$ cat src/rtl/idx_sbus_pkg.sv
package idx_sbus_pkg;
  localparam int CFG_EN_BIT  = 5;
  localparam int CFG_SEL_LSB = 3;
  localparam int ACK_BASE    = 'h040;
  localparam int OFF_STATUS  = 0;
  localparam int OFF_CFG     = 1;

  typedef enum logic [2:0] {
    RK_NONE,
    RK_STATUS,
    RK_CFG,
    RK_OTHER,
    RK_ACK
  } rd_kind_e;
endpackage

$ cat src/rtl/idx_sbus_decode.sv
module idx_sbus_decode
  import idx_sbus_pkg::*;
#(
  parameter int ADDR_W = 12,
  parameter int BLK_W  = 6,
  parameter int PAGE   = 10
) (
  input  logic [ADDR_W-1:0] addr_i,
  input  logic [1:0]        jumper_i,
  input  logic [1:0]        lane_sel_i,
  output logic              board_sel_o,
  output logic [BLK_W-1:0]  offset_o,
  output logic              any_ack_o,
  output logic              own_ack_o
);
  localparam int TAG_W  = ADDR_W - BLK_W;
  localparam int PAGE_W = TAG_W - 2;
  localparam logic [ADDR_W-3:0] ACK_GROUP = (ADDR_W-2)'(ACK_BASE >> 2);

  logic [TAG_W-1:0] tag_want;

  assign tag_want    = {PAGE_W'(PAGE), jumper_i};
  assign board_sel_o = (addr_i[ADDR_W-1:BLK_W] == tag_want);
  assign offset_o    = addr_i[BLK_W-1:0];
  assign any_ack_o   = (addr_i[ADDR_W-1:2] == ACK_GROUP);
  assign own_ack_o   = any_ack_o && (addr_i[1:0] == lane_sel_i);
endmodule

$ cat src/rtl/idx_sbus_icfg.sv
module idx_sbus_icfg
  import idx_sbus_pkg::*;
#(
  parameter int DATA_W = 8
) (
  input  logic              clk,
  input  logic              rst_n,
  input  logic              we_i,
  input  logic [DATA_W-1:0] wdata_i,
  output logic [DATA_W-1:0] cfg_o
);
  localparam logic [DATA_W-1:0] KEEP_MASK =
    (DATA_W'(1) << CFG_EN_BIT) | (DATA_W'(3) << CFG_SEL_LSB);

  always_ff @(posedge clk or negedge rst_n) begin
    if (!rst_n)    cfg_o <= '0;
    else if (we_i) cfg_o <= wdata_i & KEEP_MASK;
  end
endmodule

$ cat src/rtl/idx_sbus_steer.sv
module idx_sbus_steer
  import idx_sbus_pkg::*;
#(
  parameter int DATA_W = 8,
  parameter int N_CH   = 6,
  parameter int BLK_W  = 6
) (
  input  logic              rd_i,
  input  logic              board_sel_i,
  input  logic [BLK_W-1:0]  offset_i,
  input  logic              ack_hit_i,
  input  logic              req_i,
  input  logic [1:0]        lane_sel_i,
  input  logic [N_CH-1:0]   running_i,
  input  logic [DATA_W-1:0] cfg_i,
  output logic [DATA_W-1:0] oe_o,
  output logic [DATA_W-1:0] data_o
);
  rd_kind_e          kind;
  logic [DATA_W-1:0] lane_hot;

  always_comb begin
    kind = RK_NONE;
    if (rd_i && ack_hit_i)
      kind = RK_ACK;
    else if (rd_i && board_sel_i) begin
      if (offset_i == BLK_W'(OFF_STATUS))   kind = RK_STATUS;
      else if (offset_i == BLK_W'(OFF_CFG)) kind = RK_CFG;
      else                                  kind = RK_OTHER;
    end
  end

  assign lane_hot = DATA_W'(1) << lane_sel_i;

  for (genvar b = 0; b < DATA_W; b++) begin : g_lane
    logic status_bit;
    if (b < N_CH) begin : g_ch
      assign status_bit = running_i[b];
    end else begin : g_pad
      assign status_bit = 1'b0;
    end

    assign oe_o[b] = (kind == RK_ACK) ? lane_hot[b] : (kind != RK_NONE);

    always_comb begin
      case (kind)
        RK_ACK:    data_o[b] = req_i;
        RK_STATUS: data_o[b] = status_bit;
        RK_CFG:    data_o[b] = cfg_i[b];
        default:   data_o[b] = 1'b0;
      endcase
    end
  end
endmodule

$ cat src/rtl/idx_sbus_slave.sv
module idx_sbus_slave
  import idx_sbus_pkg::*;
#(
  parameter int ADDR_W = 12,
  parameter int DATA_W = 8,
  parameter int N_CH   = 6,
  parameter int BLK_W  = 6,
  parameter int PAGE   = 10
) (
  input  logic              clk,
  input  logic              rst_n,
  input  logic [1:0]        jumper_i,
  input  logic [ADDR_W-1:0] addr_i,
  input  logic              rd_i,
  input  logic              wr_i,
  input  logic [DATA_W-1:0] dbus_n_i,
  output logic [DATA_W-1:0] dbus_n_o,
  output logic [DATA_W-1:0] dbus_oe_o,
  output logic              ack_o,
  output logic              board_sel_o,
  input  logic [N_CH-1:0]   running_i,
  input  logic [N_CH-1:0]   svc_n_i,
  output logic              irq_o
);
  logic              board_sel;
  logic [BLK_W-1:0]  offset;
  logic              any_ack, own_ack;
  logic [DATA_W-1:0] cfg_q, rd_data;
  logic              cfg_en;
  logic [1:0]        cfg_sel;
  logic              cfg_we;
  logic              req_raw;
  logic              ack_hit;

  idx_sbus_decode #(.ADDR_W(ADDR_W), .BLK_W(BLK_W), .PAGE(PAGE)) u_dec (
    .addr_i     (addr_i),
    .jumper_i   (jumper_i),
    .lane_sel_i (cfg_sel),
    .board_sel_o(board_sel),
    .offset_o   (offset),
    .any_ack_o  (any_ack),
    .own_ack_o  (own_ack)
  );

  assign cfg_we = wr_i && board_sel && (offset == BLK_W'(OFF_CFG));

  idx_sbus_icfg #(.DATA_W(DATA_W)) u_cfg (
    .clk    (clk),
    .rst_n  (rst_n),
    .we_i   (cfg_we),
    .wdata_i(~dbus_n_i),
    .cfg_o  (cfg_q)
  );

  assign cfg_en  = cfg_q[CFG_EN_BIT];
  assign cfg_sel = cfg_q[CFG_SEL_LSB +: 2];
  assign req_raw = cfg_en && !(&svc_n_i);
  assign ack_hit = own_ack && cfg_en;

  idx_sbus_steer #(.DATA_W(DATA_W), .N_CH(N_CH), .BLK_W(BLK_W)) u_steer (
    .rd_i       (rd_i),
    .board_sel_i(board_sel),
    .offset_i   (offset),
    .ack_hit_i  (ack_hit),
    .req_i      (req_raw),
    .lane_sel_i (cfg_sel),
    .running_i  (running_i),
    .cfg_i      (cfg_q),
    .oe_o       (dbus_oe_o),
    .data_o     (rd_data)
  );

  assign dbus_n_o    = ~rd_data;
  assign board_sel_o = board_sel;
  assign irq_o       = req_raw && !(rd_i && any_ack);
  assign ack_o       = (board_sel && (rd_i || wr_i)) || (rd_i && ack_hit);
endmodule

$ cat config.mk
export PLATFORM = sky130hd
export DESIGN_NAME = idx_sbus_slave
export DESIGN_NICKNAME = d
export VERILOG_FILES = /design/src/rtl/idx_sbus_pkg.sv /design/src/rtl/idx_sbus_decode.sv /design/src/rtl/idx_sbus_icfg.sv /design/src/rtl/idx_sbus_steer.sv /design/src/rtl/idx_sbus_slave.sv
export SDC_FILE = /design/constraint.sdc
export NUM_CORES = 1
export LEC_CHECK = 0
export ABC_AREA = 1
export BUFFER_PORTS_ARGS = -buffer_cell sky130_fd_sc_hd__buf_2
export CORE_MARGIN = 2
export CORE_UTILIZATION = 35
export CTS_CLUSTER_DIAMETER = 200
export DETAILED_ROUTE_END_ITERATION = 10
export GPL_TIMING_DRIVEN = 0
export PLACE_DENSITY = 0.87
export REMOVE_ABC_BUFFERS = 1
export SLEW_MARGIN = 20
export SYNTH_ARGS = -nofsm -noshare
export SYNTH_HDL_FRONTEND = slang
export SYNTH_SLANG_ARGS = --single-unit
$ cat constraint.sdc
create_clock -name clk -period 2.25 [get_ports clk]
set_clock_uncertainty 0.05 [all_clocks]
set_input_delay 0 -clock clk [delete_from_list [all_inputs] [get_ports clk]]
set_output_delay 0 -clock clk [all_outputs]
set_load 0.02 [all_outputs]
==> flow_metrics.py, run 1 <==
metrics = {
    "detailed_routing": {
        "dr.pass1.iters": 4,
        "drc": 0,
        "ant_nets": 0,
        "vias_per_cell": 4.53,
        "drt-initial-drc-count": 6,
        "vias": 748,
        "wl_mm": 1.58,
        "wl_per_cell_um": 9.58,
    },
    "grt": {
        "antenna_found_initial": 0,
        "grt.total_usage": 0.189,
        "grt_overflow_total": 0,
        "first_global_vias": 646,
        "grt_pass1_wl_mm": 2.63,
        "grt_start_max_net_pins": 14,
    },
    "sta": {
        "worstMarginPinSlew_ns": 0.316,
        "hold_viol": 0,
        "slew-limit-headroom": 0.788,
        "fmax_mhz": 647,
        "finalSetupViolations": 0,
        "timing.final.crit_period_ns": 1.54,
        "fin_crit_sh": 0.686,
        "slew_violations": 0,
        "setup_tns_ns": 0,
        "rsz0062_at_grt": "no",
    },
    "worst_setup_path": {
        "cp_data_arrival_time_ns": 1.49,
        "crit_end": "dbus_n_o[4]",
        "critical-path-top-delay-family": "simple AND/OR/NAND/NOR gates",
        "path_depth": 8,
        "crit_start": "u_cfg.cfg_o[3]$_DFFE_PN0P_",
        "cp-start-kind": "flop",
        "worst_r2r_endpoint": "u_cfg.cfg_o[3]$_DFFE_PN0P_",
        "critPathCaptureType": "output port",
        "crit_fanout": 8,
        "path_buf_inv": 2,
        "slowest_stage": "dfrtp_1",
        "reg2reg_slack_ns": 1.46,
        "max_stage_delay_ns": 0.44,
        "cpMostUsedCell": "nand2_1",
        "cp.required_ns": 2.20,
        "reg2reg_depth": 2,
        "r2r-start": "u_cfg.cfg_o[3]$_DFFE_PN0P_",
        "timing_worst_setup_path_type": "flop to output port",
        "path_cells": "inv_2, nand2_1, nand3_1, nor2_2, nand3_2, nand2_1, nor2_1, buf_2",
    },
    "logic_synthesis": {
        "syn-instance-count": 95,
        "ys_types": 15,
        "ys.warnings.count": 0,
        "ys_ff_latch": 3,
        "synthArstFlopShare": 1.00,
        "synth-edff-count": 0,
        "netlist_top_cells_area": "nand2_1 22%, dfrtp_1 15%, inv_1 12%",
        "yosys.cell_count.top_type": "nand2_1",
        "syn_area_um2": 502,
        "syn_area_per_cell_um2": 5.28,
        "dominantRegCellSynth": "dfrtp_1",
        "synth_top_area_cell": "nand2_1",
        "yosysTopAreaCellShare": 0.217,
        "netlist_top_cells_count": "29 x nand2_1, 16 x inv_1, 16 x nor2_1",
        "seq_area_frac_synth": 0.150,
    },
    "floorplan": {
        "num_rows": 13,
        "num_io_pins": 57,
        "die_w_um": 41.9,
        "start_util": 0.381,
        "die_h_um": 41.9,
        "die_area_mm2": 0.00175,
        "core_mm2": 0.00132,
    },
    "place": {
        "dp_cells": 157,
        "port_buffers": 51,
        "dp.final_hpwl_mm": 1.27,
        "place.gp.congestion": 0.799,
    },
    "layout": {
        "antennaDiodeCount": 0,
        "regMostFlops": "u_cfg.cfg_o",
        "layout.nets": 189,
        "final_cells": 165,
        "drive_gt1_frac": 0.413,
        "largest_register_ffs": 3,
        "top_regs": "u_cfg.cfg_o x3",
        "syn_to_final_growth_pct": 61.8,
    },
    "cts": {
        "cts_tree": "built",
        "ctsHoldBuffers": 4,
        "htreeDepth": 1,
        "post_cts_buffers": 0,
        "root_buffer": "clkbuf_4",
        "numCtsBuffers": 3,
        "clock-sinks": 3,
        "clkTransAtPathRegs_ns": 0.04,
        "clockBufferDepth": 2,
        "ctsResizeCount": 0,
        "clk_latency_ns": 0.23,
    },
    "pwr": {
        "p_leak_nw": 0.488,
        "power.density_mw_per_mm2": 254,
        "p_total_w": 0.000206,
        "peakVddDrop_v": 0.000230,
    },
    "status": {
        "outcome": "finished clean",
    },
    "hold_path": {
        "hold_class": "input port to asynchronous set/reset pin",
    },
    "run": {
        "maxCapViolCount": 0,
    },
}
==> report_power, final <==
group	total (W)	internal, W	switching, W
Combinational	0.0000570	0.0000312	0.0000258
Sequential	0.0000547	0.0000544	0.000000295
Clock	0.0000947	0.0000665	0.0000282
Total	0.000206	0.000152	0.0000543
==> cells in the final DEF, fill, tap and decap left out, types with 2 or more instances in the layout <==
| master | synthesis | final |
|---|---|---|
| inv_1 | 16 | 16 |
| inv_2 | 2 | 2 |
| nand3_2 | 2 | 2 |
| nand3_1 | 9 | 9 |
| o21ai_1 | 7 | 7 |
| nand2_1 | 29 | 29 |
| dlygate4sd3_1 | 0 | 4 |
| clkbuf_4 | 0 | 3 |
| dfrtp_1 | 3 | 3 |
| buf_2 | 0 | 51 |
| nor2_1 | 16 | 16 |
| nor3_2 | 2 | 2 |
==> cell type report <==
class / instances / area, µm²
inverters: 18 / 67.6
clock buffers: 4 / 26.3
well taps: 15 / 18.8
fillers: 131 / 505
flip-flops and latches: 3 / 75.1
multi-input cells: 70 / 329
repair buffers: 55 / 295
==> routing by layer <==
| layer | share of wire | GRT usage |
|---|---|---|
| met1 | 0.38 | 0.198 |
| met2 | 0.57 | 0.363 |
| met3 | 0.053 | 0.0304 |
| met4 | 0 | 0.0774 |
| met5 | 0 | 0 |
==> cell families after synthesis <==
logic type                synth area share
DFF                                  0.150
and+or+nand+nor                      0.569
buffers and inverters                0.195
xor gates and xnor gates            0.0175
AOI/OAI and AO/OA                   0.0698
==> through the flow <==
step	area, µm²	hold slack, ns	setup slack, ns	utilization
after detailed placement	746	-0.249	0.956	0.566
after global placement	746	-0.254	1.00	0.566
final	812	0.0372	0.705	0.616
after global routing	812	0.0309	0.559	0.616
after CTS	812	0.0266	0.702	0.616
after floorplan	472	-0.346	0.948	-
==> worst reg2reg max path, cell delays in order (launching register included) <==
cell and delay [ns]:
dfrtp_1 0.44, nand2_1 0.10, o21ai_1 0.07
==> worst min-delay path by stage <==
| stage | cells after the start | startpoint | slack [ns] | end |
|---|---|---|---|---|
| 6_report | 2 | rst_n | 0.04 | u_cfg.cfg_o[4]$_DFFE_PN0P_ |
| 5_1_grt | 2 | rst_n | 0.03 | u_cfg.cfg_o[5]$_DFFE_PN0P_ |
| 4_1_cts | 2 | rst_n | 0.03 | u_cfg.cfg_o[5]$_DFFE_PN0P_ |
| 3_5_place_dp | 1 | rst_n | -0.25 | u_cfg.cfg_o[4]$_DFFE_PN0P_ |
| 3_3_place_gp | 1 | rst_n | -0.25 | u_cfg.cfg_o[4]$_DFFE_PN0P_ |
| 2_1_floorplan | 0 | rst_n | -0.35 | u_cfg.cfg_o[3]$_DFFE_PN0P_ |
Power figures use the tool's default switching activity.
==> inputs of run 2 (changes only) <==
Settings changed: CORE_UTILIZATION 35 to 29, PLACE_DENSITY 0.87 to 0.77.
Clock period 2.25 ns to 1.3 ns, I/O delays scaled along.
==> run 2 against run 1 <==
Compared with the run above: the run now ends with negative setup slack left; wire length is 14% higher; die area is 19% higher; count of clock-buffer cells in the layout stayed put; worst hold slack better by 0.027 ns; clock power is 74% higher; global-route usage is 0.16 points lower; sequential cell count stayed put; largest cell class unchanged; largest power group unchanged; highest routed layer unchanged.
==> flow_metrics.py, run 2 (synthesis gave the netlist of run 1 again) <==
metrics = {
    "grt": {
        "grt_start_max_net_pins": 14,
        "first_global_vias": 741,
        "antenna_found_initial": 0,
        "grt_pass1_wl_mm": 2.86,
        "grt.total_usage": 0.187,
        "grt_overflow_total": 0,
    },
    "worst_setup_path": {
        "cp_data_arrival_time_ns": 1.42,
        "reg2reg_depth": 3,
        "reg2reg_slack_ns": 0.44,
        "cp-start-kind": "flop",
        "cp.required_ns": 1.25,
        "critPathCaptureType": "output port",
        "crit_fanout": 3,
        "timing_worst_setup_path_type": "flop to output port",
    },
    "cts": {
        "clock-sinks": 3,
        "root_buffer": "clkbuf_4",
        "clk_latency_ns": 0.23,
        "htreeDepth": 1,
        "cts_tree": "built",
        "numCtsBuffers": 3,
        "clkTransAtPathRegs_ns": 0.04,
        "clockBufferDepth": 2,
    },
    "layout": {
        "final_cell_mix": "41 x buf_2, 23 x nand2_1, 16 x inv_1",
        "regMostFlops": "u_cfg.cfg_o",
        "final_common_cell": "buf_2",
        "syn_to_final_growth_pct": 91.5,
        "antennaDiodeCount": 0,
        "drive_gt1_frac": 0.526,
        "layout.nets": 193,
        "finalInstanceArea_um2": 961,
        "largest_register_ffs": 3,
        "finish.utilization": 0.575,
        "top_regs": "u_cfg.cfg_o x3",
    },
    "detailed_routing": {
        "wl_per_cell_um": 10.6,
        "drc": 0,
        "ant_nets": 0,
        "drt-initial-drc-count": 7,
        "vias_per_cell": 4.57,
        "dr.pass1.iters": 4,
        "vias": 781,
        "wl_mm": 1.81,
    },
    "status": {
        "violations": "negative setup slack",
        "outcome": "finished with violations",
    },
    "sta": {
        "finalSetupViolations": 13,
        "worstMarginPinSlew_ns": 0.436,
        "slew_violations": 0,
        "setup_slack_ns": -0.174,
        "fmax_mhz": 679,
        "hold_viol": 0,
        "rsz0062_at_grt": "yes",
        "slew-limit-headroom": 0.708,
        "timing.final.crit_period_ns": 1.47,
        "fin_crit_sh": 1.13,
    },
    "pwr": {
        "p_leak_nw": 0.531,
        "peakVddDrop_v": 0.000434,
        "power.density_mw_per_mm2": 379,
        "p_total_w": 0.000364,
    },
    "floorplan": {
        "core_mm2": 0.00167,
        "die_w_um": 45.6,
        "num_io_pins": 57,
        "num_rows": 15,
        "die_h_um": 45.6,
        "die_area_mm2": 0.00208,
        "start_util": 0.300,
    },
    "place": {
        "place_ws_ns": -0.00437,
        "place.gp.congestion": 0.788,
        "dp.final_hpwl_mm": 1.31,
        "port_buffers": 51,
        "placed_area_um2": 748,
    },
    "hold_path": {
        "hold_class": "input port to asynchronous set/reset pin",
    },
    "run": {
        "maxCapViolCount": 0,
    },
}
==> run 2: cell types whose count changed in the layout (fill, tap and decap cells not counted), moves of 2 or more <==
| cell | delta |
|---|---|
| nand3_1 | -2 |
| buf_2 | -10 |
| buf_6 | +8 |
| nand2_2 | +6 |
| nand2_1 | -6 |
| buf_4 | +6 |
| o21ai_1 | -3 |
| o21ai_2 | +3 |
| dfrtp_1 | -2 |
| dfrtp_2 | +2 |
==> run 2: worst paths after layout <==
check / from / to
setup / recovery: u_cfg.cfg_o[4]$_DFFE_PN0P_ / dbus_oe_o[0]
hold / removal: rst_n / u_cfg.cfg_o[3]$_DFFE_PN0P_
setup reg to reg: u_cfg.cfg_o[3]$_DFFE_PN0P_ / u_cfg.cfg_o[3]$_DFFE_PN0P_
hold reg to reg: u_cfg.cfg_o[5]$_DFFE_PN0P_ / u_cfg.cfg_o[5]$_DFFE_PN0P_
max in group asynchronous: rst_n / u_cfg.cfg_o[4]$_DFFE_PN0P_
min in group clk: wr_i / u_cfg.cfg_o[4]$_DFFE_PN0P_
==> run 2: what timing repair did <==
item / CTS / global route
hold buffers: 4 / 0
hold endpoints to repair: 6 / 0
setup endpoints to repair: 13 / 13
pin swaps: 12 / 5
gates resized for setup: 20 / 15
buffers inserted: 3 / 1
==> run 2: per-layer routing <==
metal | vias up | global-route usage | part of all wire
met1 | 346 | 0.167 | 0.36
met4 | 0 | 0.0529 | 0
met2 | 31 | 0.417 | 0.58
li1 | 404 | - | -
met3 | 0 | 0.0119 | 0.055
met5 | - | 0 | 0
==> run 2: layout make-up <==
type	count	area, µm²
inverter	18	67.6
timing repair buffer	59	380
tap	17	21.3
clock buffer	4	26.3
fill	165	709
sequential	3	77.6
multi-input combinational	70	388
==> run 2: report_power, final <==
group	leakage [nW]	switching (W)	internal, W
logic	0.477	0.0000482	0.0000566
clock network	0.0150	0.0000494	0.000115
registers	0.0386	0.000000437	0.0000942
total	0.531	0.0000980	0.000266
==> run 2: metrics by stage <==
stage          std cells  hold WS, ns   TNS, ns
2_1_floorplan         91       -0.346  -0.00735
3_3_place_gp         159       -0.254         0
3_5_place_dp         159       -0.251  -0.00437
4_1_cts              170       0.0289     -1.54
5_1_grt              171       0.0745     -2.69
6_report             171       0.0647     -1.84
==> run 2: worst max-delay path, stage by stage (launching register included) <==
cell     delay [ns]
dfrtp_2        0.41
xor2_2         0.16
nor2_4         0.17
nand3_2        0.11
o21ai_1        0.16
buf_4          0.16
==> inputs of run 3 (changes only) <==
Settings changed: BUFFER_PORTS_ARGS -buffer_cell sky130_fd_sc_hd__buf_2 to -buffer_cell sky130_fd_sc_hd__buf_4.
==> run 3 against run 2 <==
Compared with the run above: the run still ends with negative setup slack left; via count rose by 2.3%; global-route usage fell by 0.81 points; non-clock buffer count rose by 1; sequential share of layout area fell by 0.86 points; critical path depth rose by 3; power rose by 7.4%; fmax fell by 0.15%; design area rose by 10%; setup slack got worse by 0.0022 ns; critical endpoint is now dbus_n_o[4]; largest cell class is now non-clock buffers.
==> flow_metrics.py, run 3 (synthesis gave the netlist of run 1 again) <==
metrics = {
    "grt": {
        "grt_pass1_wl_mm": 2.70,
        "antenna_found_initial": 0,
        "first_global_vias": 676,
        "grt_start_max_net_pins": 14,
        "grt.total_usage": 0.179,
        "grt_overflow_total": 0,
    },
    "layout": {
        "regMostFlops": "u_cfg.cfg_o",
        "syn_to_final_growth_pct": 111,
        "final_common_cell": "buf_4",
        "finish.utilization": 0.634,
        "antennaDiodeCount": 0,
        "layout.nets": 194,
        "largest_register_ffs": 3,
        "final_cell_mix": "50 x buf_4, 25 x nand2_1, 16 x inv_1, 16 x nor2_1, 7 x nand3_1",
        "drive_gt1_frac": 0.510,
        "top_regs": "u_cfg.cfg_o x3",
    },
    "sta": {
        "fmax_mhz": 678,
        "hold_viol": 0,
        "setup_slack_ns": -0.176,
        "finalSetupViolations": 13,
        "rsz0062_at_grt": "yes",
        "whs_ns": 0.0454,
        "worstMarginPinSlew_ns": 0.456,
        "slew_violations": 0,
        "timing.final.crit_period_ns": 1.48,
        "fin_crit_sh": 1.14,
        "setup_tns_ns": -1.93,
        "slew-limit-headroom": 0.695,
    },
    "status": {
        "outcome": "finished with violations",
        "violations": "negative setup slack",
    },
    "detailed_routing": {
        "dr.pass1.iters": 4,
        "drt-initial-drc-count": 10,
        "wl_per_cell_um": 9.98,
        "drc": 0,
        "vias": 799,
        "wl_mm": 1.72,
        "vias_per_cell": 4.65,
        "ant_nets": 0,
    },
    "worst_setup_path": {
        "path_cells": "inv_2, nand2_2, nand3_2, nor2_4, nand3_4, nand2_1, nor2_1, buf_4",
        "critPathCaptureType": "output port",
        "max_stage_delay_ns": 0.39,
        "cp-start-kind": "flop",
        "cp_data_arrival_time_ns": 1.43,
        "path_buf_inv": 2,
        "timing_worst_setup_path_type": "flop to output port",
        "critical-path-top-delay-family": "simple AND/OR/NAND/NOR gates",
        "slowest_stage": "dfrtp_2",
        "cp.required_ns": 1.25,
        "crit_fanout": 8,
    },
    "floorplan": {
        "num_rows": 15,
        "die_h_um": 45.6,
        "core_mm2": 0.00167,
        "die_area_mm2": 0.00208,
        "start_util": 0.300,
        "die_w_um": 45.6,
        "num_io_pins": 57,
    },
    "cts": {
        "cts_tree": "built",
        "numCtsBuffers": 3,
        "clk_latency_ns": 0.23,
        "clockBufferDepth": 2,
        "clkTransAtPathRegs_ns": 0.04,
        "clock-sinks": 3,
        "root_buffer": "clkbuf_4",
        "htreeDepth": 1,
    },
    "place": {
        "place_ws_ns": -0.00372,
        "port_buffers": 51,
        "place.gp.congestion": 0.798,
        "dp.final_hpwl_mm": 1.35,
    },
    "pwr": {
        "p_total_w": 0.000391,
        "power.density_mw_per_mm2": 369,
        "peakVddDrop_v": 0.000581,
        "p_leak_nw": 0.570,
    },
    "run": {
        "maxCapViolCount": 0,
    },
    "hold_path": {
        "hold_class": "input port to asynchronous set/reset pin",
    },
}
-- run 3: changes by cell type in the layout (fill, tap and decap cells not counted) --
| cell | before | now |
|---|---|---|
| buf_4 | 6 | 50 |
| dfrtp_1 | 1 | 2 |
| o21ai_1 | 4 | 3 |
| buf_6 | 8 | 6 |
| dfrtp_2 | 2 | 1 |
| nor2_2 | 1 | 0 |
| o21ai_2 | 3 | 4 |
| buf_2 | 41 | 0 |
| nor2_1 | 15 | 16 |
| nand2_2 | 6 | 4 |
| nand2_1 | 23 | 25 |
-- run 3: through the flow --
step           cells  cell area (µm²)
6_report         172             1060
5_1_grt          172             1060
4_1_cts          171             1020
3_5_place_dp     159              876
2_1_floorplan     91              472
3_3_place_gp     159              876
-- run 3: final timing paths --
kind                       depth (start not counted)                  startpoint  slack [ns]                         end
max                                                8  u_cfg.cfg_o[3]$_DFFE_PN0P_       -0.18                 dbus_n_o[4]
min                                                2                       rst_n        0.05  u_cfg.cfg_o[4]$_DFFE_PN0P_
max reg2reg                                        3  u_cfg.cfg_o[3]$_DFFE_PN0P_        0.45  u_cfg.cfg_o[3]$_DFFE_PN0P_
min reg2reg                                        2  u_cfg.cfg_o[5]$_DFFE_PN0P_        0.54  u_cfg.cfg_o[5]$_DFFE_PN0P_
max in group asynchronous                          2                       rst_n        1.04  u_cfg.cfg_o[3]$_DFFE_PN0P_
min in group clk                                   4                   addr_i[1]        0.18  u_cfg.cfg_o[4]$_DFFE_PN0P_
-- run 3: worst reg2reg max path, cell delays in order, from the launching register on --
cell and delay [ns]:
dfrtp_2 0.42, buf_4 0.15, nand2_1 0.05, o21ai_1 0.06
-- run 3: area by class of cell --
cell class,instances,area [µm²]
fill,151,612
timing repair buffer,60,483
multi-input combinational,70,384
sequential,3,76.3
inverter,18,67.6
clock buffer,4,26.3
tap,17,21.3
-- run 3: timing repair --
item                                    CTS  global route
pin swaps                                10             4
endpoints found under the hold margin     6             0
buffers inserted                          4             1
hold buffers                              4             0
gates resized for setup                  12             8
endpoints found under the setup margin   13            13
-- run 3: report_power, final --
group	internal [W]	leakage (nW)	switching (W)	total (W)
Sequential	0.0000942	0.0402	0.000000434	0.0000946
Combinational	0.0000839	0.515	0.0000472	0.000131
Clock	0.000115	0.0150	0.0000499	0.000165
-- run 3: layer usage --
layer | up-vias | track usage | wire, µm
met2 | 32 | 0.346 | 994
met3 | 2 | 0.0357 | 119
met5 | - | 0 | 0
li1 | 408 | - | -
met4 | 0 | 0.0706 | 10
met1 | 357 | 0.182 | 591
